===== config.mk =====
export PLATFORM = sky130hd
export DESIGN_NAME = bcd_capture_counter
export DESIGN_NICKNAME = d
export VERILOG_FILES = /design/src/rtl/bcd_cap_pkg.sv /design/src/rtl/bcd_cap_sync.sv /design/src/rtl/bcd_cap_fall.sv /design/src/rtl/bcd_cap_decade.sv /design/src/rtl/bcd_cap_latch.sv /design/src/rtl/bcd_capture_counter.sv
export SDC_FILE = /design/constraint.sdc
export NUM_CORES = 1
export LEC_CHECK = 0
export BUFFER_PORTS_ARGS = -buffer_cell sky130_fd_sc_hd__buf_2
export CORE_MARGIN = 2
export CORE_UTILIZATION = 50
export CTS_BUF_LIST = sky130_fd_sc_hd__clkbuf_16
export CTS_CLUSTER_DIAMETER = 120
export DETAILED_ROUTE_END_ITERATION = 8
export GPL_TIMING_DRIVEN = 0
export PLACE_DENSITY = 0.71
export SETUP_SLACK_MARGIN = 0.2
export SLEW_MARGIN = 20
export SYNTH_ARGS = -nofsm -noshare
export SYNTH_HDL_FRONTEND = slang
export SYNTH_SLANG_ARGS = --single-unit

===== constraint.sdc =====
create_clock -name clk -period 1.95 [get_ports clk]
set_input_delay 0.0975 -clock clk [delete_from_list [all_inputs] [get_ports clk]]
set_output_delay 0.0975 -clock clk [all_outputs]
set_load 0.05 [all_outputs]

===== src/rtl/bcd_cap_pkg.sv =====
package bcd_cap_pkg;

  localparam int unsigned BCD_W = 4;

  typedef logic [BCD_W-1:0] bcd_t;

  localparam bcd_t BCD_TOP = bcd_t'(9);

  // successor of one decimal digit, wrapping 9 -> 0
  function automatic bcd_t bcd_step(input bcd_t d);
    bcd_t r;
    if (d >= BCD_TOP) r = '0;
    else              r = d + bcd_t'(1);
    return r;
  endfunction

endpackage


===== src/rtl/bcd_cap_sync.sv =====
// Multi-stage level synchroniser into the system clock domain.
module bcd_cap_sync #(
  parameter int unsigned STAGES  = 2,
  parameter logic        RST_VAL = 1'b0
) (
  input  logic clk,
  input  logic rst_n,
  input  logic din_i,
  output logic level_o
);

  logic [STAGES-1:0] chain_q;
  logic [STAGES-1:0] chain_d;

  always_comb begin
    chain_d = {chain_q[STAGES-2:0], din_i};
  end

  always_ff @(posedge clk or negedge rst_n) begin
    if (!rst_n) chain_q <= {STAGES{RST_VAL}};
    else        chain_q <= chain_d;
  end

  assign level_o = chain_q[STAGES-1];

endmodule


===== src/rtl/bcd_cap_fall.sv =====
// Falling-edge finder on an already synchronised level.
module bcd_cap_fall (
  input  logic clk,
  input  logic rst_n,
  input  logic level_i,
  output logic fall_o
);

  logic prev_q;
  logic prev_d;

  always_comb prev_d = level_i;

  always_ff @(posedge clk or negedge rst_n) begin
    if (!rst_n) prev_q <= 1'b0;
    else        prev_q <= prev_d;
  end

  assign fall_o = prev_q & ~level_i;

  // one falling transition yields a single-cycle event
  p_single_event_r2: assert property (@(posedge clk) disable iff (!rst_n)
    fall_o |=> !fall_o);

endmodule


===== src/rtl/bcd_cap_decade.sv =====
// One BCD decade with ripple-free carry enable.
module bcd_cap_decade
  import bcd_cap_pkg::*;
(
  input  logic clk,
  input  logic rst_n,
  input  logic inc_i,
  output bcd_t value_o,
  output logic carry_o
);

  bcd_t val_q;
  bcd_t val_d;

  always_comb begin
    val_d = val_q;
    if (inc_i) val_d = bcd_step(val_q);
  end

  always_ff @(posedge clk or negedge rst_n) begin
    if (!rst_n) val_q <= '0;
    else        val_q <= val_d;
  end

  assign carry_o = inc_i & (val_q == BCD_TOP);
  assign value_o = val_q;

  p_digit_range_r3: assert property (@(posedge clk) disable iff (!rst_n)
    val_q <= BCD_TOP);

  p_digit_wrap_r4: assert property (@(posedge clk) disable iff (!rst_n)
    (inc_i && val_q == BCD_TOP) |=> (val_q == '0));

  p_digit_idle_r2: assert property (@(posedge clk) disable iff (!rst_n)
    !inc_i |=> $stable(val_q));

endmodule


===== src/rtl/bcd_cap_latch.sv =====
// Holding registers for the digit image and the overflow flag.
module bcd_cap_latch #(
  parameter int unsigned WIDTH = 32
) (
  input  logic             clk,
  input  logic             rst_n,
  input  logic             load_en_i,
  input  logic [WIDTH-1:0] din_i,
  input  logic             ovf_i,
  output logic [WIDTH-1:0] dout_o,
  output logic             ovf_o
);

  logic [WIDTH-1:0] hold_q, hold_d;
  logic             ovf_q,  ovf_d;

  always_comb begin
    hold_d = hold_q;
    ovf_d  = ovf_q;
    if (load_en_i) begin
      hold_d = din_i;
      ovf_d  = ovf_i;
    end
  end

  always_ff @(posedge clk or negedge rst_n) begin
    if (!rst_n) begin
      hold_q <= '0;
      ovf_q  <= 1'b0;
    end else begin
      hold_q <= hold_d;
      ovf_q  <= ovf_d;
    end
  end

  assign dout_o = hold_q;
  assign ovf_o  = ovf_q;

  p_hold_quiet_r8: assert property (@(posedge clk) disable iff (!rst_n)
    !load_en_i |=> ($stable(hold_q) && $stable(ovf_q)));

  p_hold_follow_r7: assert property (@(posedge clk) disable iff (!rst_n)
    load_en_i |=> (hold_q == $past(din_i)));

  p_ovf_copy_r9: assert property (@(posedge clk) disable iff (!rst_n)
    load_en_i |=> (ovf_q == $past(ovf_i)));

endmodule


===== src/rtl/bcd_capture_counter.sv =====
module bcd_capture_counter
  import bcd_cap_pkg::*;
#(
  parameter int unsigned NUM_DEC     = 6,
  parameter int unsigned NUM_EXT     = 2,
  parameter int unsigned MSB_TAPS    = 3,
  parameter int unsigned SYNC_STAGES = 2
) (
  input  logic                                clk,
  input  logic                                rst_n,
  input  logic                                cnt_a_i,
  input  logic                                cnt_b_i,
  input  logic                                load_n_i,
  input  logic                                ovf_src_i,
  input  logic [NUM_EXT*BCD_W-1:0]            ext_digits_i,
  output logic [(NUM_DEC+NUM_EXT)*BCD_W-1:0]  digits_o,
  output logic                                ovf_o,
  output logic [MSB_TAPS-1:0]                 msb_o
);

  localparam int unsigned NUM_DIG = NUM_DEC + NUM_EXT;
  localparam int unsigned IMG_W   = NUM_DIG * BCD_W;
  localparam int unsigned EXT_W   = NUM_EXT * BCD_W;
  localparam int unsigned TAP_LO  = NUM_DEC - MSB_TAPS;

  // reset: asynchronous assertion, synchronous release
  logic [1:0] rst_pipe_q;
  logic       rst_sync_n;

  always_ff @(posedge clk or negedge rst_n) begin
    if (!rst_n) rst_pipe_q <= 2'b00;
    else        rst_pipe_q <= {rst_pipe_q[0], 1'b1};
  end
  assign rst_sync_n = rst_pipe_q[1];

  // input conditioning
  logic cnt_raw;
  logic cnt_lvl, cnt_fall;
  logic ovf_lvl, ovf_fall;
  logic load_lvl_n;

  assign cnt_raw = cnt_a_i | cnt_b_i;

  bcd_cap_sync #(.STAGES(SYNC_STAGES), .RST_VAL(1'b0)) u_sync_cnt (
    .clk(clk), .rst_n(rst_sync_n), .din_i(cnt_raw), .level_o(cnt_lvl));

  bcd_cap_fall u_fall_cnt (
    .clk(clk), .rst_n(rst_sync_n), .level_i(cnt_lvl), .fall_o(cnt_fall));

  bcd_cap_sync #(.STAGES(SYNC_STAGES), .RST_VAL(1'b0)) u_sync_ovf (
    .clk(clk), .rst_n(rst_sync_n), .din_i(ovf_src_i), .level_o(ovf_lvl));

  bcd_cap_fall u_fall_ovf (
    .clk(clk), .rst_n(rst_sync_n), .level_i(ovf_lvl), .fall_o(ovf_fall));

  bcd_cap_sync #(.STAGES(SYNC_STAGES), .RST_VAL(1'b1)) u_sync_load (
    .clk(clk), .rst_n(rst_sync_n), .din_i(load_n_i), .level_o(load_lvl_n));

  // decade chain
  logic [NUM_DEC:0]         inc;
  bcd_t [NUM_DEC-1:0]       dec_val;
  logic [NUM_DEC*BCD_W-1:0] dec_flat;

  assign inc[0] = cnt_fall;

  for (genvar g = 0; g < NUM_DEC; g++) begin : g_decade
    bcd_cap_decade u_dec (
      .clk    (clk),
      .rst_n  (rst_sync_n),
      .inc_i  (inc[g]),
      .value_o(dec_val[g]),
      .carry_o(inc[g+1])
    );
    assign dec_flat[g*BCD_W +: BCD_W] = dec_val[g];
  end

  for (genvar t = 0; t < MSB_TAPS; t++) begin : g_tap
    assign msb_o[t] = dec_val[TAP_LO+t][BCD_W-1];
  end

  // sticky overflow flag
  logic ovf_ff_q, ovf_ff_d;

  always_comb begin
    ovf_ff_d = ovf_ff_q;
    if (ovf_fall) ovf_ff_d = 1'b1;
  end

  always_ff @(posedge clk or negedge rst_sync_n) begin
    if (!rst_sync_n) ovf_ff_q <= 1'b0;
    else             ovf_ff_q <= ovf_ff_d;
  end

  // holding registers
  logic [IMG_W-1:0] image;
  logic [EXT_W-1:0] ext_unused_guard;

  assign ext_unused_guard = ext_digits_i;
  assign image = {dec_flat, ext_unused_guard};

  bcd_cap_latch #(.WIDTH(IMG_W)) u_hold (
    .clk      (clk),
    .rst_n    (rst_sync_n),
    .load_en_i(~load_lvl_n),
    .din_i    (image),
    .ovf_i    (ovf_ff_q),
    .dout_o   (digits_o),
    .ovf_o    (ovf_o)
  );

  p_ovf_sticky_r6: assert property (@(posedge clk) disable iff (!rst_sync_n)
    ovf_ff_q |=> ovf_ff_q);

  p_ovf_set_r6: assert property (@(posedge clk) disable iff (!rst_sync_n)
    ovf_fall |=> ovf_ff_q);

  p_count_idle_r2: assert property (@(posedge clk) disable iff (!rst_sync_n)
    !cnt_fall |=> $stable(dec_flat));

endmodule


---- Word-level counts from Yosys, hierarchy flattened ----
Index checks and enable logic that the tools add are counted.
Widths: inputs -> output; s select.
operators by class
  eq/ne operators ......................... 5
  bitwise operators ....................... 10
  add/subtract/negate cells ............... 6
  $lt $le $gt $ge ......................... 6
  muxes and demuxes ....................... 6
operator list
  kind                 count
  $add 4x1->4 const B  6
  $ge 4x4->1 const B   6
  $mux 4               6
  $eq 4x4->1 const B   5
  $and 1x1->1          7
  $not 1->1            2
  $or 1x1->1           1
storage, ports and cells
  bits in registers ....................... 68
  logic and storage cells ................. 48
  output and inout bits ................... 36
  input bits .............................. 14

---- Depth between registers and ports, before layout ----
  depth in word-level cells ............... 7
  gate-level depth with buffers ........... 7
  mapped depth without buffers ............ 6

---- Modules after synthesis ----
A second synthesis with hierarchy kept.
unflattened totals
  cells, all modules ...................... 225
  area total of the unflattened synthesis .. 3185.6 µm²
by module, submodules not included
  module                          area each (µm²)  cells each  times used  seq. area each (µm²)
  bcd_cap_decade                  246.5            23          6           100.1
  bcd_cap_latch                   1381.3           70          1           825.8
  bcd_cap_sync at u_sync_cnt ...  50.0             2           2           50.0
  bcd_capture_counter             95.1             7           1           75.1
  bcd_cap_fall                    38.8             2           2           25.0
  bcd_cap_sync at u_sync_load     52.6             2           1           52.6

---- Worst setup path after synthesis ----
No wires, ideal clock.
  kind .................................... register to register
  from .................................... reg g_decade[0].u_dec.val_q[1]
  to ...................................... reg g_decade[5].u_dec.val_q[3]
  path buffers ............................ 1
  stages on the path, launching flop included .. 8
  path slack .............................. -0.226 ns
  clock period less this slack ............ 2.176 ns
  library setup time ...................... 0.077 ns
  data arrival time ....................... 2.098 ns
  data required time ...................... 1.873 ns
  path through ............................ dfrtp_1 inv_1 ha_1 nand4bb_4 or4b_1 buf_2 or4_1 a21oi_1
on the way
  longest elaborated chain between the ends .. 6
RTL lines
  item                      line                  RTL
  start: declaration        bcd_cap_decade.sv:12  bcd_t val_q;
  start signal: assignment  bcd_cap_decade.sv:22  else val_q <= val_d;
  $eq 4x4->1                bcd_cap_decade.sv:25  assign carry_o = inc_i & (val_q == BCD_TOP);
  $and 1x1->1 (5 in a row)  bcd_cap_decade.sv:25
  end signal: assignment    bcd_cap_decade.sv:22
  end: declaration          bcd_cap_decade.sv:12
Every way passes these cells.
A chain may end at the register's enable or synchronous reset.

---- Worst setup path in the final report ----
  from .................................... reg g_decade[1].u_dec.val_q[1]
  to ...................................... reg g_decade[5].u_dec.val_q[3]
on the way
  longest elaborated chain between the ends .. 5
RTL lines
  item                      line
  start: declaration        bcd_cap_decade.sv:12
  start signal: assignment  bcd_cap_decade.sv:22
  $eq 4x4->1                bcd_cap_decade.sv:25
  $and 1x1->1 (4 in a row)  bcd_cap_decade.sv:25
Every way passes these cells.

==> out/metrics.cfg <==
[outcome]
status=complete, but fails checks
violations=negative setup slack

[yosys]
ys_async_sr_fraction_pct=100.0
avgSynthCellArea_um2=11.57
synth_common_cells=dfrtp_1, o21ai_0, nand2_1
synth_top_family_by_area=simple AND/OR/NAND/NOR gates
yosys.area_share.simple_pct=12.16
synth_area_mm2=0.002974
synth_cell_type_count=39
synth-xor-area-share_pct=0
yosysTopAreaCell=dfrtp_1
synth-edff-count=0
synth.ff_latch_count=68
synth_top_area_share_pct=55.53
ys_warn_count=0
synthesis.nets=289
synthAdderAreaFrac_pct=7.573
synthMuxAreaShare_pct=7.531
synthCells=257
synth_compound_area_share_pct=11.11
yosys-top-cells-area=dfrtp_1, ha_1, mux2_2, o21ai_0, nand2_1
synth_seq_area_share_pct=57.30
yosysMostFrequentCell=dfrtp_1
synth_flop_cell=dfrtp_1

[grt]
grt-ovfl-total=0
grt_use_total_pct=21.26
grt_pass1_vias=2247
grt_first_pass_wirelength_mm=10.38
grt_max_degree=35
antenna_found_initial=0

[worst_setup_path]
path_class=register to register
rr_startpoint=g_decade[1].u_dec.value_o[1]
startpoint=g_decade[1].u_dec.value_o[1]
r2r_cells=7
critical_path.endpoint_type=register
crit_arrival_ps=2300
critPathMaxFanout=3
cp.required_ps=2210
rr_endpoint=g_decade[5].u_dec.value_o[3]
start_kind=register
crit_end=g_decade[5].u_dec.value_o[3]
rrSetupSlack_ps=-90

[sta]
finalClockSkew_ps=6.499
setup_viol=4
finalCritPeriodShare_pct=104.7
fmax_ghz=0.4897
hold_ws_ps=10.03
slew_headroom_pct=48.72
tightest_slew_ps=769.2
setup_slack_ps=-92.26
slew_violations=0
final_hold_viol_count=0
rsz0062_at_grt=true
period_minus_slack_ps=2042

[place]
dp_cells=382
gp_congestion=0.8114
place_hpwl_mm=3.832
numPortBuffers=49

[detailed_routing]
first_iter_violations=91
ant_nets=0
num_vias=2270
route.detailed.drc=0
wl_per_cell_um=15.38
dr.pass1.iters=4
via_per_inst=5.242
routed_wl_mm=6.661

[clock_tree]
cts_buffers=9
clock-sinks=68
cts_tree=done
clk_latency_ps=330
cts_buffer_depth=2
root_buffer=clkbuf_16
clk_pin_slew_worst_paths_ps=60
htreeDepth=3

[finish]
syn_to_final_growth_pct=39.46
layout-drive-gt1-share_pct=42.18
fin_cells=433
fin_util_pct=70.89
nets=385
diodes=0

[job]
cap_violations=0

[floorplan]
dieArea_mm2=0.006581
ios=50
core_area_mm2=0.005851
die_x_um=81.13
start_util_pct=50.83
die_y_um=81.13
num_rows=28

[power]
power_density_mw_per_mm2=1003
peakVddDrop_uv=1109
p_leak_nw=2.027

[hold_path]
hold_path_class=input port to register

==> repair_timing <==
action,in CTS,in global routing
endpoints found under the hold margin,9,0
resized for setup,19,39
gates cloned,0,1
buffers inserted,18,7
endpoints found under the setup margin,10,16
pin swaps,4,13
hold buffers,9,0
==> power by group <==
part	internal, W	switching, W
sequential	0.00153	0.000100
clock	0.00124	0.000603
combinational	0.000258	0.000428
==> registers in the layout, indices dropped and copies added (netlist names) <==
register and count:
u_sync_ovf.chain_q 2, u_fall_ovf.prev_q 1, u_sync_load.chain_q 2, u_sync_cnt.chain_q 2, ovf_ff_q 1, g_decade.u_dec.value_o 24
u_hold.ovf_o 1, u_fall_cnt.prev_q 1, u_hold.dout_o 32, rst_pipe_q 2
==> placed cells by master, fill, tap and decap left out, types with 2 or more instances in the layout <==
cell type / instances
a21oi_1: 2
a41oi_1: 3
o21ai_0: 20
buf_2: 49
o21ai_2: 8
ha_4: 4
clkbuf_1: 3
nand2_1: 22
o2bb2ai_1: 2
clkbuf_16: 9
nand3_1: 4
buf_4: 26
or2_2: 2
inv_2: 3
ha_1: 14
nand2b_4: 3
inv_1: 16
dfrtp_2: 2
nand3b_1: 4
dfstp_2: 2
bufinv_16: 3
o22ai_1: 2
o31ai_1: 3
and3b_1: 2
nand2b_1: 5
nor2b_1: 2
mux2_2: 19
clkinv_1: 2
buf_6: 5
nor2_1: 7
dlygate4sd3_1: 9
o21ai_1: 8
clkbuf_2: 2
dfrtp_1: 63
==> cell families (layout without fill, tap and decap cells) <==
family                     after synthesis  in the layout
adders and majority gates               18             18
muxes                                   20             20
AOI/OAI and AO/OA                       56             56
DFF                                     68             68
other                                    1              1
buffers and inverters                   30            131
and+or+nand+nor                         64             64
==> stage by stage <==
| stage | area, um2 | TNS, ps | total power, W | setup slack (ps) |
|---|---|---|---|---|
| after CTS | 3983 | -61.31 | 0.004138 | -61.31 |
| after global routing | 4148 | -555.3 | 0.004314 | -139.1 |
| after detailed placement | 3368 | -196.8 | 0.002228 | -196.8 |
| after global placement | 3346 | -139.6 | 0.002205 | -139.6 |
| after floorplan | 3007 | 0 | 0.002066 | 7.380 |
| final | 4148 | -260.5 | 0.004159 | -92.26 |
==> worst min-delay path by stage <==
stage,startpoint,end,slack (ps),cells past startpoint
floorplan,rst_n,rst_pipe_q[0],-200,0
global placement,rst_n,rst_pipe_q[0],-120,1
detailed placement,rst_n,rst_pipe_q[0],-120,1
CTS,ext_digits_i[5],u_hold.dout_o[5],5,2
global route,ext_digits_i[0],u_hold.dout_o[0],10,2
finish,ext_digits_i[4],u_hold.dout_o[4],10,2
==> worst max-delay path, stage by stage, from the launching register on <==
cell and delay (ps):
dfrtp_1 380, inv_2 70, ha_4 120, nand3b_1 150
or4b_4 560, buf_6 140, or4_4 410, a21oi_2 140
==> metal layers <==
metal / up-vias / global-route usage, % / share of wire, %
met5: - / 0 / 0
met4: 0 / 13.39 / 3.7
met3: 19 / 4.444 / 3.5
met2: 63 / 35.70 / 52
met1: 1103 / 24.78 / 41
li1: 1085 / - / -
==> cell type report <==
type,count,area (um2)
Buffer,10,66.31
Clock buffer,9,225.2
Clock inverter,7,113.9
Fill cell,413,1703
Inverter,20,77.57
Multi-Input combinational cell,159,1299
Sequential cell,68,1710
Tap cell,75,93.84
Timing Repair Buffer,85,561.8
Note: power is estimated with default switching activity, not from simulation.
